**src/rtl/ldc_pkg.sv**
```systemverilog
package ldc_pkg;

    typedef enum logic [1:0] {
        OP_HOLD  = 2'd0,
        OP_COUNT = 2'd1,
        OP_LOAD  = 2'd2,
        OP_CLEAR = 2'd3
    } ldc_op_e;

    typedef enum logic {
        MODE_BINARY = 1'b0,
        MODE_DECADE = 1'b1
    } ldc_mode_e;

endpackage

```
**src/rtl/ldc_detect.sv**
```systemverilog
module ldc_detect #(
    parameter int WIDTH  = 4,
    parameter int HI_BIT = 3,
    parameter int LO_BIT = 0
) (
    input  logic [WIDTH-1:0] value_i,
    output logic             hit_o
);
    // Two-input AND on the terminal-state bits; drives the load request in decade mode.
    always_comb begin
        hit_o = value_i[HI_BIT] & value_i[LO_BIT];
    end
endmodule

```
**src/rtl/ldc_ctrl.sv**
```systemverilog
module ldc_ctrl
    import ldc_pkg::*;
#(
    parameter int WIDTH = 4
) (
    input  logic             rst,
    input  logic             load_i,
    input  logic             count_i,
    input  ldc_mode_e        mode_i,
    input  logic [WIDTH-1:0] data_i,
    input  logic             hit_i,
    output ldc_op_e          op_o,
    output logic [WIDTH-1:0] ld_data_o
);
    localparam logic [WIDTH-1:0] ZERO = '0;

    logic load_req;

    // Select the load source and the load word for the current mode.
    always_comb begin
        unique case (mode_i)
            MODE_BINARY: begin
                load_req  = load_i;
                ld_data_o = data_i;
            end
            MODE_DECADE: begin
                load_req  = hit_i;
                ld_data_o = ZERO;
            end
            default: begin
                load_req  = 1'b0;
                ld_data_o = ZERO;
            end
        endcase
    end

    // Priority: clear, then load, then count, then hold.
    always_comb begin
        if (rst)
            op_o = OP_CLEAR;
        else if (load_req)
            op_o = OP_LOAD;
        else if (count_i)
            op_o = OP_COUNT;
        else
            op_o = OP_HOLD;
    end
endmodule

```
**src/rtl/ldc_reg.sv**
```systemverilog
module ldc_reg
    import ldc_pkg::*;
#(
    parameter int WIDTH = 4
) (
    input  logic             clk,
    input  logic             rst,
    input  ldc_op_e          op_i,
    input  logic [WIDTH-1:0] ld_data_i,
    output logic [WIDTH-1:0] value_o
);
    localparam logic [WIDTH-1:0] ONE = WIDTH'(1);

    logic [WIDTH-1:0] value_q;
    logic [WIDTH-1:0] value_d;

    always_comb begin
        unique case (op_i)
            OP_CLEAR: value_d = '0;
            OP_LOAD:  value_d = ld_data_i;
            OP_COUNT: value_d = value_q + ONE;
            OP_HOLD:  value_d = value_q;
            default:  value_d = value_q;
        endcase
    end

    always_ff @(posedge clk) begin
        value_q <= value_d;
    end

    always_comb begin
        value_o = value_q;
    end

    // a clear request leaves zero after the edge.
    a_r1_clear: assert property (@(posedge clk)
        (op_i == OP_CLEAR) |=> (value_q == '0));

    // a load request leaves the selected word after the edge.
    a_r2_load: assert property (@(posedge clk) disable iff (rst)
        (op_i == OP_LOAD) |=> (value_q == $past(ld_data_i)));

    // counting adds one, with modular wrap.
    a_r3_incr: assert property (@(posedge clk) disable iff (rst)
        (op_i == OP_COUNT) |=> (value_q == $past(value_q) + ONE));

    // holding keeps the value.
    a_r4_hold: assert property (@(posedge clk) disable iff (rst)
        (op_i == OP_HOLD) |=> $stable(value_q));
endmodule

```
**src/rtl/ldc_decade_counter.sv**
```systemverilog
module ldc_decade_counter
    import ldc_pkg::*;
#(
    parameter int WIDTH = 4
) (
    input  logic             clk,
    input  logic             rst,
    input  logic             load_i,
    input  logic             count_i,
    input  logic             decade_i,
    input  logic [WIDTH-1:0] data_i,
    output logic [WIDTH-1:0] value_o
);
    localparam int HI_BIT = 3;
    localparam int LO_BIT = 0;
    localparam logic [WIDTH-1:0] NINE = WIDTH'(9);

    ldc_mode_e        mode;
    ldc_op_e          op;
    logic             hit;
    logic [WIDTH-1:0] ld_data;
    logic [WIDTH-1:0] value;

    always_comb begin
        mode = decade_i ? MODE_DECADE : MODE_BINARY;
    end

    ldc_detect #(.WIDTH(WIDTH), .HI_BIT(HI_BIT), .LO_BIT(LO_BIT)) u_detect (
        .value_i (value),
        .hit_o   (hit)
    );

    ldc_ctrl #(.WIDTH(WIDTH)) u_ctrl (
        .rst       (rst),
        .load_i    (load_i),
        .count_i   (count_i),
        .mode_i    (mode),
        .data_i    (data_i),
        .hit_i     (hit),
        .op_o      (op),
        .ld_data_o (ld_data)
    );

    ldc_reg #(.WIDTH(WIDTH)) u_reg (
        .clk       (clk),
        .rst       (rst),
        .op_i      (op),
        .ld_data_i (ld_data),
        .value_o   (value)
    );

    always_comb begin
        value_o = value;
    end

    // in decade mode, nine is followed by zero.
    a_r6_nine_wraps: assert property (@(posedge clk) disable iff (rst)
        (decade_i && value == NINE) |=> (value == '0));

    // any detect hit in decade mode clears on the next edge.
    a_r9_hit_clears: assert property (@(posedge clk) disable iff (rst)
        (decade_i && value[HI_BIT] && value[LO_BIT]) |=> (value == '0));

    // in decade mode with no hit and count low, the external load has no effect.
    a_r5_load_ignored: assert property (@(posedge clk) disable iff (rst)
        (decade_i && !(value[HI_BIT] && value[LO_BIT]) && !count_i) |=> $stable(value));

    // in decade mode with no hit and count high, the value steps by one.
    a_r7_decade_step: assert property (@(posedge clk) disable iff (rst)
        (decade_i && !(value[HI_BIT] && value[LO_BIT]) && count_i)
            |=> (value == $past(value) + WIDTH'(1)));
endmodule

```
**config.mk**
```make
export PLATFORM = sky130hd
export DESIGN_NAME = ldc_decade_counter
export DESIGN_NICKNAME = d
export VERILOG_FILES = /design/src/rtl/ldc_pkg.sv /design/src/rtl/ldc_detect.sv /design/src/rtl/ldc_ctrl.sv /design/src/rtl/ldc_reg.sv /design/src/rtl/ldc_decade_counter.sv
export SDC_FILE = /design/constraint.sdc
export NUM_CORES = 1
export LEC_CHECK = 0
export BUFFER_PORTS_ARGS = -buffer_cell sky130_fd_sc_hd__buf_2
export CAP_MARGIN = 20
export CORE_AREA = 2 2 39 41
export DETAILED_ROUTE_END_ITERATION = 6
export DIE_AREA = 0 0 41 43
export SYNTH_ARGS = -nofsm -noshare
export SYNTH_HDL_FRONTEND = slang
export SYNTH_SLANG_ARGS = --single-unit
```
**constraint.sdc**
```tcl
create_clock -name clk -period 1.71 [get_ports clk]
set_input_delay 0.0855 -clock clk [delete_from_list [all_inputs] [get_ports clk]]
set_output_delay 0.0855 -clock clk [all_outputs]
set_load 0.01 [all_outputs]
```
==> After elaboration in Yosys (flattened, before gate mapping) <==
Cells that the tools add are included.
{ "word_totals": {"ff_bits": 4, "in_bits": 9, "out_inout_bits": 4, "elab_cells": 15} }
{ "op_classes": {"n_addsub": 1, "eq_ne": 3, "mux": 7, "bitwise": 2, "reduce_logical": 1} }
{ "ops": {"columns": ["operator", "n"], "rows": [
  ["4-bit one-hot mux with 3 select lines", 1],
  ["4-bit one-hot mux with 2 select lines", 1],
  ["4-bit by 1-bit adder with 4-bit output (second input constant)", 1],
  ["2-bit equality test (second input constant)", 2],
  ["2-bit 2-to-1 mux", 2],
  ["2-bit by 1-bit equality test with 1-bit output (second input constant)", 1],
  ["2-bit logical NOT", 1],
  ["1-bit 2-to-1 mux", 2],
  ["1-bit one-hot mux with 2 select lines", 1],
  ["1-bit bitwise AND", 1],
  ["1-bit inverter", 1]
]} }

==> Logic depth before layout (Yosys ltp) <==
Gate-level depths: netlist (run 1).
{ "logic_depth": {"ltp_word": 7, "ltp_mapped": 7, "ltp_nobuf": 7} }

==> Hierarchy <==
From an unflattened synthesis (run 1), not the netlist that was laid out.
{ "unflattened": {"cells_unflattened": 32, "area_unflattened_um2": 331.6} }
{ "by_module_without_submodules": {"columns": ["mod", "instances", "cells_per_inst", "area_each_um2", "seq_area_each_um2"], "rows": [
  ["ldc_reg", 1, 24, 266.5, 120.1],
  ["ldc_ctrl", 1, 7, 58.8, 0.0],
  ["ldc_detect", 1, 1, 6.3, 0.0]
]} }

==> Least setup slack after synthesis (run 1) <==
OpenSTA, ideal clock, no wires.
{ "synth_path": {"kind": "register to register", "from": "register u_reg.value_q[3] (netlist: u_reg.value_o[3])", "to": "register u_reg.value_q[3] (netlist: u_reg.value_o[3]), data pin", "setup_ns": 0.150, "t_arrival_ns": 1.722, "t_required_ns": 1.560, "slack_ns": -0.162, "stages_incl_launch_ff": 6, "n_path_buf": 0, "period_less_slack_ns": 1.872, "path_cell_list": "edfxtp_1 -> a31oi_1 -> nor2b_1 -> ha_1 -> or3b_1 -> o211ai_2"} }
{ "synth_between": {"elab_chain_cells": 6, "word_cells_on_any_way": 9, "cone_classes": "add/sub (1); eq/ne (3); mux (4); bitwise (1)"} }
{ "synth_rtl": {"columns": ["item", "line_no", "source"], "rows": [
  ["from (decl)", "ldc_reg.sv:14", "logic [WIDTH-1:0] value_q;"],
  ["from (signal assigned)", "ldc_reg.sv:28", "value_q <= value_d;"],
  ["1-bit bitwise AND", "ldc_detect.sv:11", "hit_o = value_i[HI_BIT] & value_i[LO_BIT];"],
  ["1-bit one-hot mux with 2 select lines", "ldc_ctrl.sv:21", "unique case (mode_i)"],
  ["2-bit 2-to-1 mux", "ldc_ctrl.sv:41", "else if (load_req)"],
  ["2-bit 2-to-1 mux", "ldc_ctrl.sv:39", "if (rst)"],
  ["2-bit by 1-bit equality test with 1-bit output or 2-bit equality test (tied branches)", "ldc_reg.sv:18", "unique case (op_i)"],
  ["4-bit one-hot mux with 3 select lines *", "ldc_reg.sv:18", null],
  ["net u_reg.value_d[3]", "ldc_reg.sv:15", "logic [WIDTH-1:0] value_d;"]
]} }
Mark *: on every way through the listed nets, which the timed path passes. The rest lies on a longest branch.
A chain may end at the register's enable or synchronous reset.

==> Final worst setup path (run 1) <==
Ends and elaborated chain as after synthesis.

==> out/qor.csv, run 1 <==
metric;value;unit
insertion_delay;0.23;ns
crit_required;1.79;ns
drtIter0Drc;3;
yosys.area.top_type;edfxtp_1;
antenna_cells;0;
cts_tree;done;
holdCritPathClass;in2reg;
synth-seq-area-share;0.392;
synth_area_leaders;edfxtp_1 (39%), ha_1 (16%), nor2b_1 (8.2%), a22oi_1 (4.9%), o211ai_2 (4.1%);
syn_nets;42;
drc;0;
worst_pin_slew;0.200;ns
syn_area;307;um^2
grt_pass1_vias;315;
power_leakage;0.248;nW
drv_slew;0;
numPortBuffers;12;
core_area;1380;um^2
max_cap_viol_count;0;
ys_ff_latch;4;
cpMaxStageDelayCell;edfxtp_1;
skew;0.00378;ns
fin_crit;1.72;ns
drt_first_pass_iters;4;
largest_register_ffs;4;
syn_inst;29;
worst_path_largest_cell_delay;0.42;ns
cp_top_family;simple AND/OR/NAND/NOR gates;
io_pins;13;
drt_wl_total;720;um
hold_viol;0;
critical_path_arrival;1.81;ns
crit_path_max_fanout;4;
grt_max_degree;6;
grt_busiest_layer;met2;
grt_use_met3;0.0785;
ctsHoldBuffers;0;
globalRouteMet2Util;0.166;
period_share;1.01;
grt_setup_unrepaired;yes;
final_util;0.376;
ys_warn_count;0;
cts_buffers;3;
violations;setup timing;
routed_via_density;4.40;
dieArea;1760;um^2
clk_pin_slew;0.04;ns
met1_usage;0.105;
rows;14;
root_buffer;clkbuf_4;
p_per_area;658;nW/um^2
synth_area_per_cell;10.6;um^2
grt_use_total;0.106;
die_y;43;um
nNetsFinal;67;
dp_hpwl;567;um
yosysTopAreaCellShare;0.392;
start_util;0.222;
area_delta_synth_final;69.8;%
dieWidth;41;um
setup_slack;-0.0145;ns
worstSetupPathType;reg2reg;
drive_above_1_share;0.577;
cts.sink_count;4;
status;complete, but fails checks;
ys_types;16;
postRouteAntennaNets;0;
crit_buf_inv;0;
clockBufferDepth;2;
gr-total-overflow;0;
vias;299;
maxSlewHeadroom;0.867;
critPathCaptureType;flop;
crit_chain;a31oi_4 -> nor2b_4 -> ha_4 -> or3b_1 -> o211ai_2;
cts_htree_levels;1;
power;0.343;mW
place_congestion;0.742;
setup_viol;1;
max_freq;0.580;GHz
max-vdd-ir-drop;0.375;mV
avgRoutedWirePerCell;10.6;um
critPathLaunchType;flop;
grt_pass1_wl;1210;um
antenna_found_initial;0;
-- power breakdown --
part / switching [mW] / internal (mW)
logic: 0.0453 / 0.0560
registers: 0.00813 / 0.119
clock network: 0.0361 / 0.0783
-- through the flow --
stage | TNS [ns] | instance area (um^2) | worst slack, ns | std cells | hold WS (ns)
after global placement | -0.0353 | 450 | -0.0353 | 62 | 0.396
final | -0.0145 | 520 | -0.0145 | 68 | 0.165
after CTS | 0 | 497 | 0.00312 | 67 | 0.159
after detailed placement | -0.0338 | 450 | -0.0338 | 62 | 0.403
after global routing | -0.0936 | 520 | -0.0667 | 68 | 0.178
after floorplan | -0.0435 | 333 | -0.0435 | 29 | 0.304
-- cell usage after synthesis (all sizes together) --
master / instances
nand3: 1
or3b: 1
a21o: 1
edfxtp: 4
nand2b: 1
nor2: 3
xor2: 1
nand4b: 1
o211ai: 1
ha: 4
nand3b: 1
nor2b: 4
a22oi: 2
a31oi: 1
a21oi: 2
inv: 1
-- routing by layer --
| metal | vias up | wire [um] |
|---|---|---|
| li1 | 154 | - |
| met1 | 136 | 307 |
| met2 | 7 | 357 |
| met3 | 2 | 48 |
| met4 | 0 | 6 |
| met5 | - | 0 |
-- timing repair --
action,CTS,global route
setup buffers,2,1
pin swaps,1,2
endpoints found under the setup margin,1,4
resized for setup,1,4
gates cloned,0,0
-- cell usage in the layout, fill, tap and decap left out, drive strengths merged, types with 2 or more instances in the layout --
master | synthesis | final
buf | 0 | 20
a21oi | 2 | 2
clkbuf | 0 | 3
nor2b | 4 | 4
ha | 4 | 4
nor2 | 3 | 3
a22oi | 2 | 2
edfxtp | 4 | 4
-- final timing paths --
check	from	end	slack (ns)	cells after the start
hold reg to reg	u_reg.value_o[1]	u_reg.value_o[1]	0.76	3
setup reg to reg	u_reg.value_o[3]	u_reg.value_o[3]	-0.01	5
hold / removal	data_i[0]	u_reg.value_o[0]	0.16	3
setup / recovery	u_reg.value_o[3]	u_reg.value_o[3]	-0.01	5
-- cell families after synthesis --
logic type / Yosys count / synth area share
compound gates: 7 / 0.167
fa+ha+maj: 4 / 0.163
buf+inv: 1 / 0.0122
xor+xnor: 1 / 0.0286
flops: 4 / 0.392
simple gates: 12 / 0.237
-- worst register-to-register path: stages (launching register included) --
cell and delay [ns]:
edfxtp_1 0.42, a31oi_4 0.24, nor2b_4 0.20, ha_4 0.21, or3b_1 0.36, o211ai_2 0.14
-- final cells by class --
| cell class | instances | area (um^2) |
|---|---|---|
| Clock buffer | 3 | 22.5 |
| Fill cell | 149 | 863 |
| Inverter | 1 | 3.75 |
| Multi-Input combinational cell | 24 | 234 |
| Sequential cell | 4 | 120 |
| Tap cell | 16 | 20.0 |
| Timing Repair Buffer | 20 | 120 |
Power figures use the tool's default switching activity.
==> inputs of run 2 (changes only) <==
--- a/config.mk
+++ b/config.mk
@@ -12,4 +12,5 @@
 export DIE_AREA = 0 0 41 43
 export SYNTH_ARGS = -nofsm -noshare
 export SYNTH_HDL_FRONTEND = slang
+export SYNTH_HIERARCHICAL = 1
 export SYNTH_SLANG_ARGS = --single-unit
==> run 2 against run 1 <==
The run now ends clean. Critical path type unchanged. Largest cell class unchanged. Critical path depth up 2. First-iteration DRC count rose to 2.7 times the previous value. Sequential power about the same. Sequential share of layout area up 1.2 points. Via count unchanged. Clock power up 8%. Non-clock buffer count down 5. Core utilization down 1.8 points. Setup slack better by 0.076 ns. Register-to-register slack better by 0.08 ns.
==> out/qor.csv, run 2 <==
metric;value;unit;change
insertion_delay;0.24;ns;about the same
setup_viol;0;;-1
ys_ff_latch;4;;unchanged
grt_pass1_vias;288;;-8.6%
comb_power_share;0.278;;-0.018
rows;14;;unchanged
p_per_area;691;nW/um^2;+4.9%
clockPowerShare;0.360;;+0.026
max_freq;0.607;GHz;+4.6%
yosysTopAreaCellShare;0.362;;-0.0296
avgRoutedWirePerCell;11.7;um;+11%
ys_types;17;;+1
fin_tns_setup;0;ns;+0.0145 ns
ctsHoldBuffers;0;;unchanged
syn_nets;45;;+7.1%
area_delta_synth_final;49.4;%;
fillers;161;;+8.1%
drv_slew;0;;unchanged
synth-seq-area-share;0.362;;-0.0296
drc;0;;unchanged
power_frac_seq;0.362;;-0.008
cts.sink_count;4;;unchanged
worstSetupPathType;reg2reg;;
period_share;0.964;;-0.0446
synthArstFlopShare;0;;unchanged
multiInputGateArea;239;um^2;+2.1%
fin_crit;1.65;ns;-0.0763 ns
holdCritPathClass;in2reg;;
synthFlopType;edfxtp_1;;
nNetsFinal;65;;-3.0%
clockBufferDepth;2;;unchanged
hold_viol;0;;unchanged
grt_pass1_wl;1170;um;-3.4%
dieArea;1760;um^2;unchanged
cp_top_family;flip-flops;;
dieWidth;41;um;unchanged
yosys.area.top_type;edfxtp_1;;
antenna_found_initial;0;;unchanged
cts_setup_buffers;0;;-2
routed_via_density;4.53;;+3.0%
vias;299;;unchanged
final_util;0.358;;-0.0181
crit_buf_inv;1;;+1
root_buffer;clkbuf_4;;
antenna_cells;0;;unchanged
grt_setup_unrepaired;yes;;
syn_inst;32;;+10%
drt_wl_total;774;um;+7.5%
place_congestion;0.606;;-18%
crit_required;1.78;ns;about the same
ys_warn_count;6;;+6
p_int;0.249;mW;-1.7%
cpMaxStageDelayCell;edfxtp_1;;
start_util;0.240;;+0.0181
cts_buffers;3;;unchanged
gr-total-overflow;0;;unchanged
crit_path_max_fanout;6;;+2
max-vdd-ir-drop;0.204;mV;-46%
p_sw_frac;0.274;;+0.0122
numPortBuffers;12;;unchanged
critical_path_arrival;1.72;ns;-0.09 ns
postRouteAntennaNets;0;;unchanged
grt_use_total;0.103;;-0.00313
critPathLaunchType;flop;;
status;complete, no violations;;
mostFrequentLayoutCells;buf_2 (12), and2b_2 (4), edfxtp_1 (4), clkbuf_4 (3), buf_4 (3);;
power.switching;0.0936;mW;+4.6%
syn_area;332;um^2;+8.2%
drive_above_1_share;0.600;;+0.0231
power_leakage;0.231;nW;-7.1%
ys_top_cells_by_count;and2b_2 (4), edfxtp_1 (4), ha_1 (4);;
clk_pin_slew;0.04;ns;about the same
drtIter0Drc;8;;+5
maxSlewHeadroom;0.880;;+0.0136
io_pins;13;;unchanged
synth_area_per_cell;10.4;um^2;-2.0%
cts_htree_levels;1;;unchanged
synth_edf_count;4;;unchanged
grt_max_degree;7;;+1
largest_register_ffs;4;;unchanged
core_area;1380;um^2;unchanged
ff_latch_area;120;um^2;unchanged
cts_tree;done;;
final_common_cell;buf_2;;
synth_area_leaders;edfxtp_1 (36%), ha_1 (15%), and2b_2 (11%), a22oi_1 (4.5%), nand2b_1 (3.8%);;
critPathCaptureType;flop;;
crit_chain;and2_4 -> mux2i_2 -> a21o_1 -> inv_2 -> ha_4 -> nand3b_1 -> o211ai_1;;
drt_first_pass_iters;2;;-2
skew;0.00129;ns;-0.00249 ns
worst_pin_slew;0.176;ns;-0.0234 ns
die_y;43;um;unchanged
max_cap_viol_count;0;;unchanged
worst_path_largest_cell_delay;0.37;ns;-0.05 ns
[run 2: changes by cell type after synthesis, moves of 2 or more]
cell	delta
nor2b_1	-2
inv_1	+2
a21oi_1	-2
nor2_1	-3
and2b_2	+4
[run 2: logic make-up after synthesis]
logic type | after synthesis | synth area share
AOI/OAI and AO/OA | 5 | 0.113
adders and majority gates | 4 | 0.151
xor gates and xnor gates | 1 | 0.0264
muxes | 1 | 0.0302
and+or+nand+nor | 14 | 0.283
DFF | 4 | 0.362
buffers and inverters | 3 | 0.0340
[run 2: final timing paths]
path                    startpoint          endpoint  slack, ns  depth (start not counted)
setup reg to reg  u_reg/value_o[3]  u_reg/value_o[3]       0.06                          7
setup / recovery  u_reg/value_o[3]  u_reg/value_o[3]       0.06                          7
hold reg to reg   u_reg/value_o[3]  u_reg/value_o[3]       0.73                          3
hold / removal           data_i[3]  u_reg/value_o[3]       0.33                          4
[run 2: power groups by stage]
| stage | combinational, mW | clock [mW] | sequential, mW |
|---|---|---|---|
| 4_1_cts | 0.0864 | 0.129 | 0.124 |
| 3_5_place_dp | 0.0852 | 0 | 0.126 |
| 5_1_grt | 0.108 | 0.134 | 0.125 |
| 6_report | 0.0951 | 0.123 | 0.124 |
| 3_3_place_gp | 0.0832 | 0 | 0.125 |
| 2_1_floorplan | 0.0423 | 0 | 0.131 |
[run 2: per-stage QoR]
step	instance area [um^2]	hold WS (ns)	worst slack, ns	power, mW	std cells
finish	495	0.327	0.0618	0.342	66
floorplan	344	0.446	0.0143	0.174	32
CTS	472	0.325	0.0324	0.339	66
global route	495	0.362	-0.0176	0.368	66
detailed placement	447	0.560	-0.0225	0.211	63
global placement	447	0.571	0.0167	0.208	63
[run 2: worst reg2reg max path, cell delays in order, from the launching register on]
cell and delay (ns):
edfxtp_1 0.37, and2_4 0.17, mux2i_2 0.17, a21o_1 0.16, inv_2 0.06, ha_4 0.28, nand3b_1 0.07, o211ai_1 0.19
[run 2: layer usage]
layer  global-route usage  up-vias  part of all wire
li1                     -      151                 -
met4               0.0800        0                 0
met3               0.0157        0             0.022
met1                0.114      143              0.40
met2                0.163        5              0.57
met5                    0        -                 0
[run 2: final cells by class]
| type | count | share of cell area |
|---|---|---|
| Clock buffer | 3 | 0.0455 |
| Inverter | 3 | 0.0227 |
| Sequential cell | 4 | 0.242 |
| Timing Repair Buffer | 15 | 0.167 |
| Tap cell | 16 | 0.0404 |
| Multi-Input combinational cell | 25 | 0.482 |
[run 2: timing repair]
action / in CTS / in global routing
cloned: 0 / 0
pin swaps: 0 / 3
setup endpoints to repair: 2 / 4
gates resized for setup: 1 / 8
==> inputs of run 3 (changes only) <==
==> constraint.sdc (replaced) <==
create_clock -name clk -period 1.71 [get_ports clk]
set_input_delay 0.342 -clock clk [delete_from_list [all_inputs] [get_ports clk]]
set_output_delay 0.342 -clock clk [all_outputs]
set_load 0.01 [all_outputs]
==> run 3 against run 2 <==
Core utilization fell by 0.18 points. Critical path depth unchanged. Final area shrank 0.50%. Cell count is 3.0% higher. Maximum frequency shrank 1.1%.
==> out/qor.csv, run 3 (synthesized netlist as in run 2, its figures left out) <==
metric;value;unit;change
status;complete, no violations;;
dp_hpwl;571;um;
cts_buffers;3;;unchanged
antenna_cells;0;;unchanged
die_y;43;um;unchanged
comb_power_share;0.284;;+0.006
max_cap_viol_count;0;;unchanged
start_util;0.240;;unchanged
gr-total-overflow;0;;unchanged
drive_above_1_share;0.558;;-0.0423
antenna_found_initial;0;;unchanged
clk_pin_slew;0.03;ns;about the same
place_congestion;0.663;;+9.4%
grt_pass1_wl;1090;um;-6.5%
skew;0.00103;ns;-0.000252 ns
insertion_delay;0.23;ns;about the same
multiInputGateArea;221;um^2;-7.3%
grt_pass1_vias;305;;+5.9%
critPathLaunchType;flop;;
fin_crit;1.67;ns;+0.0179 ns
routed_via_density;4.31;;-4.9%
worst_pin_slew;0.172;ns;-0.00414 ns
dieArea;1760;um^2;unchanged
cts_htree_levels;1;;unchanged
fillers;155;;-3.7%
max-vdd-ir-drop;0.163;mV;-20%
ff_latch_area;120;um^2;unchanged
root_buffer;clkbuf_4;;
placed_cells;63;;unchanged
p_per_area;666;nW/um^2;-3.5%
drt_wl_total;694;um;-10%
postRouteAntennaNets;0;;unchanged
max_freq;0.600;GHz;-1.1%
setup_slack;0.0439;ns;-0.0179 ns
critical_path_arrival;1.73;ns;about the same
dieWidth;41;um;unchanged
clockBufferDepth;2;;unchanged
crit_path_max_fanout;5;;-1
grt_setup_unrepaired;yes;;
drv_slew;0;;unchanged
setup_viol;0;;unchanged
area_delta_synth_final;48.7;%;
p_sw_frac;0.242;;-0.0314
numPortBuffers;12;;unchanged
grt_max_degree;7;;unchanged
cts_tree;done;;
hold_viol;0;;unchanged
drc;0;;unchanged
core_area;1380;um^2;unchanged
holdCritPathClass;in2reg;;
grt_use_total;0.0967;;-0.00625
mostFrequentLayoutCells;buf_2 (12), buf_4 (5), and2b_2 (4), edfxtp_1 (4), clkbuf_4 (3);;
clockPowerShare;0.337;;-0.023
critPathCaptureType;flop;;
power.switching;0.0795;mW;-15%
p_int;0.249;mW;+0.12%
largest_register_ffs;4;;unchanged
crit_required;1.77;ns;about the same
maxSlewHeadroom;0.883;;+0.00281
dpl_worst_slack;-0.00540;ns;+0.0171 ns
avgRoutedWirePerCell;10.2;um;-13%
nNetsFinal;67;;+3.1%
drt_first_pass_iters;2;;unchanged
worstSetupPathType;reg2reg;;
power_frac_seq;0.379;;+0.017
drtIter0Drc;15;;+7
ctsHoldBuffers;0;;unchanged
rows;14;;unchanged
cts.sink_count;4;;unchanged
period_share;0.974;;+0.0105
vias;293;;-2.0%
power_leakage;0.242;nW;+4.8%
final_common_cell;buf_2;;
io_pins;13;;unchanged
final_cells;68;;+3.0%
[run 3: cell types whose count changed in the layout (fill, tap and decap cells not counted)]
| cell | delta |
|---|---|
| ha_1 | +1 |
| inv_2 | -1 |
| buf_4 | +2 |
| a21boi_0 | +1 |
| a22oi_2 | -1 |
| ha_4 | -1 |
| a22oi_1 | +1 |
| a21boi_1 | -1 |
| inv_1 | +1 |
[run 3: area by class of cell]
cell class                 count  area share
sequential                     4       0.244
inverter                       3      0.0228
clock buffer                   3      0.0457
multi-input combinational     25       0.449
tap                           16      0.0406
timing repair buffer          17       0.198
[run 3: per-layer routing]
| metal | vias up | share of wire | GRT usage |
|---|---|---|---|
| met5 | - | 0 | 0 |
| met4 | 0 | 0 | 0.0800 |
| met3 | 0 | 0.046 | 0.0314 |
| met2 | 9 | 0.56 | 0.156 |
| met1 | 130 | 0.40 | 0.0909 |
| li1 | 154 | - | - |
[run 3: metrics by stage]
step	total power, mW	TNS [ns]	cell area, um^2	util	hold slack (ns)
after global placement	0.208	0	447	0.323	0.696
after global routing	0.353	-0.190	493	0.356	0.624
final	0.328	0	493	0.356	0.598
after floorplan	0.174	0	344	-	0.670
after detailed placement	0.210	-0.00541	447	0.323	0.717
after CTS	0.326	0	472	0.341	0.592
[run 3: what timing repair did]
item,4_1_cts,5_1_grt
pin swaps,0,3
setup endpoints to repair,2,4
resized for setup,1,3
buffers inserted,0,2
[run 3: path summary, 6_finish.rpt]
check,from,end,slack (ns),depth (start not counted)
min,data_i[3],u_reg/value_o[3],0.60,4
max reg2reg,u_reg/value_o[3],u_reg/value_o[3],0.04,7
min reg2reg,u_reg/value_o[1],u_reg/value_o[3],0.77,2
max,u_reg/value_o[3],u_reg/value_o[3],0.04,7
[run 3: worst max-delay path, cell delays in order (launching register included)]
cell,delay [ns]
edfxtp_1,0.38
and2_4,0.18
mux2i_2,0.17
nand2b_1,0.11
inv_1,0.13
ha_1,0.26
nand3b_1,0.10
o211ai_1,0.19
[run 3: power by group through the flow]
stage                     Combinational (mW)  Clock [mW]  Sequential (mW)
after floorplan                       0.0423           0            0.131
after global placement                0.0830           0            0.125
after detailed placement              0.0846           0            0.125
after CTS                             0.0855       0.116            0.124
after global routing                   0.104       0.123            0.126
final                                 0.0934       0.111            0.124
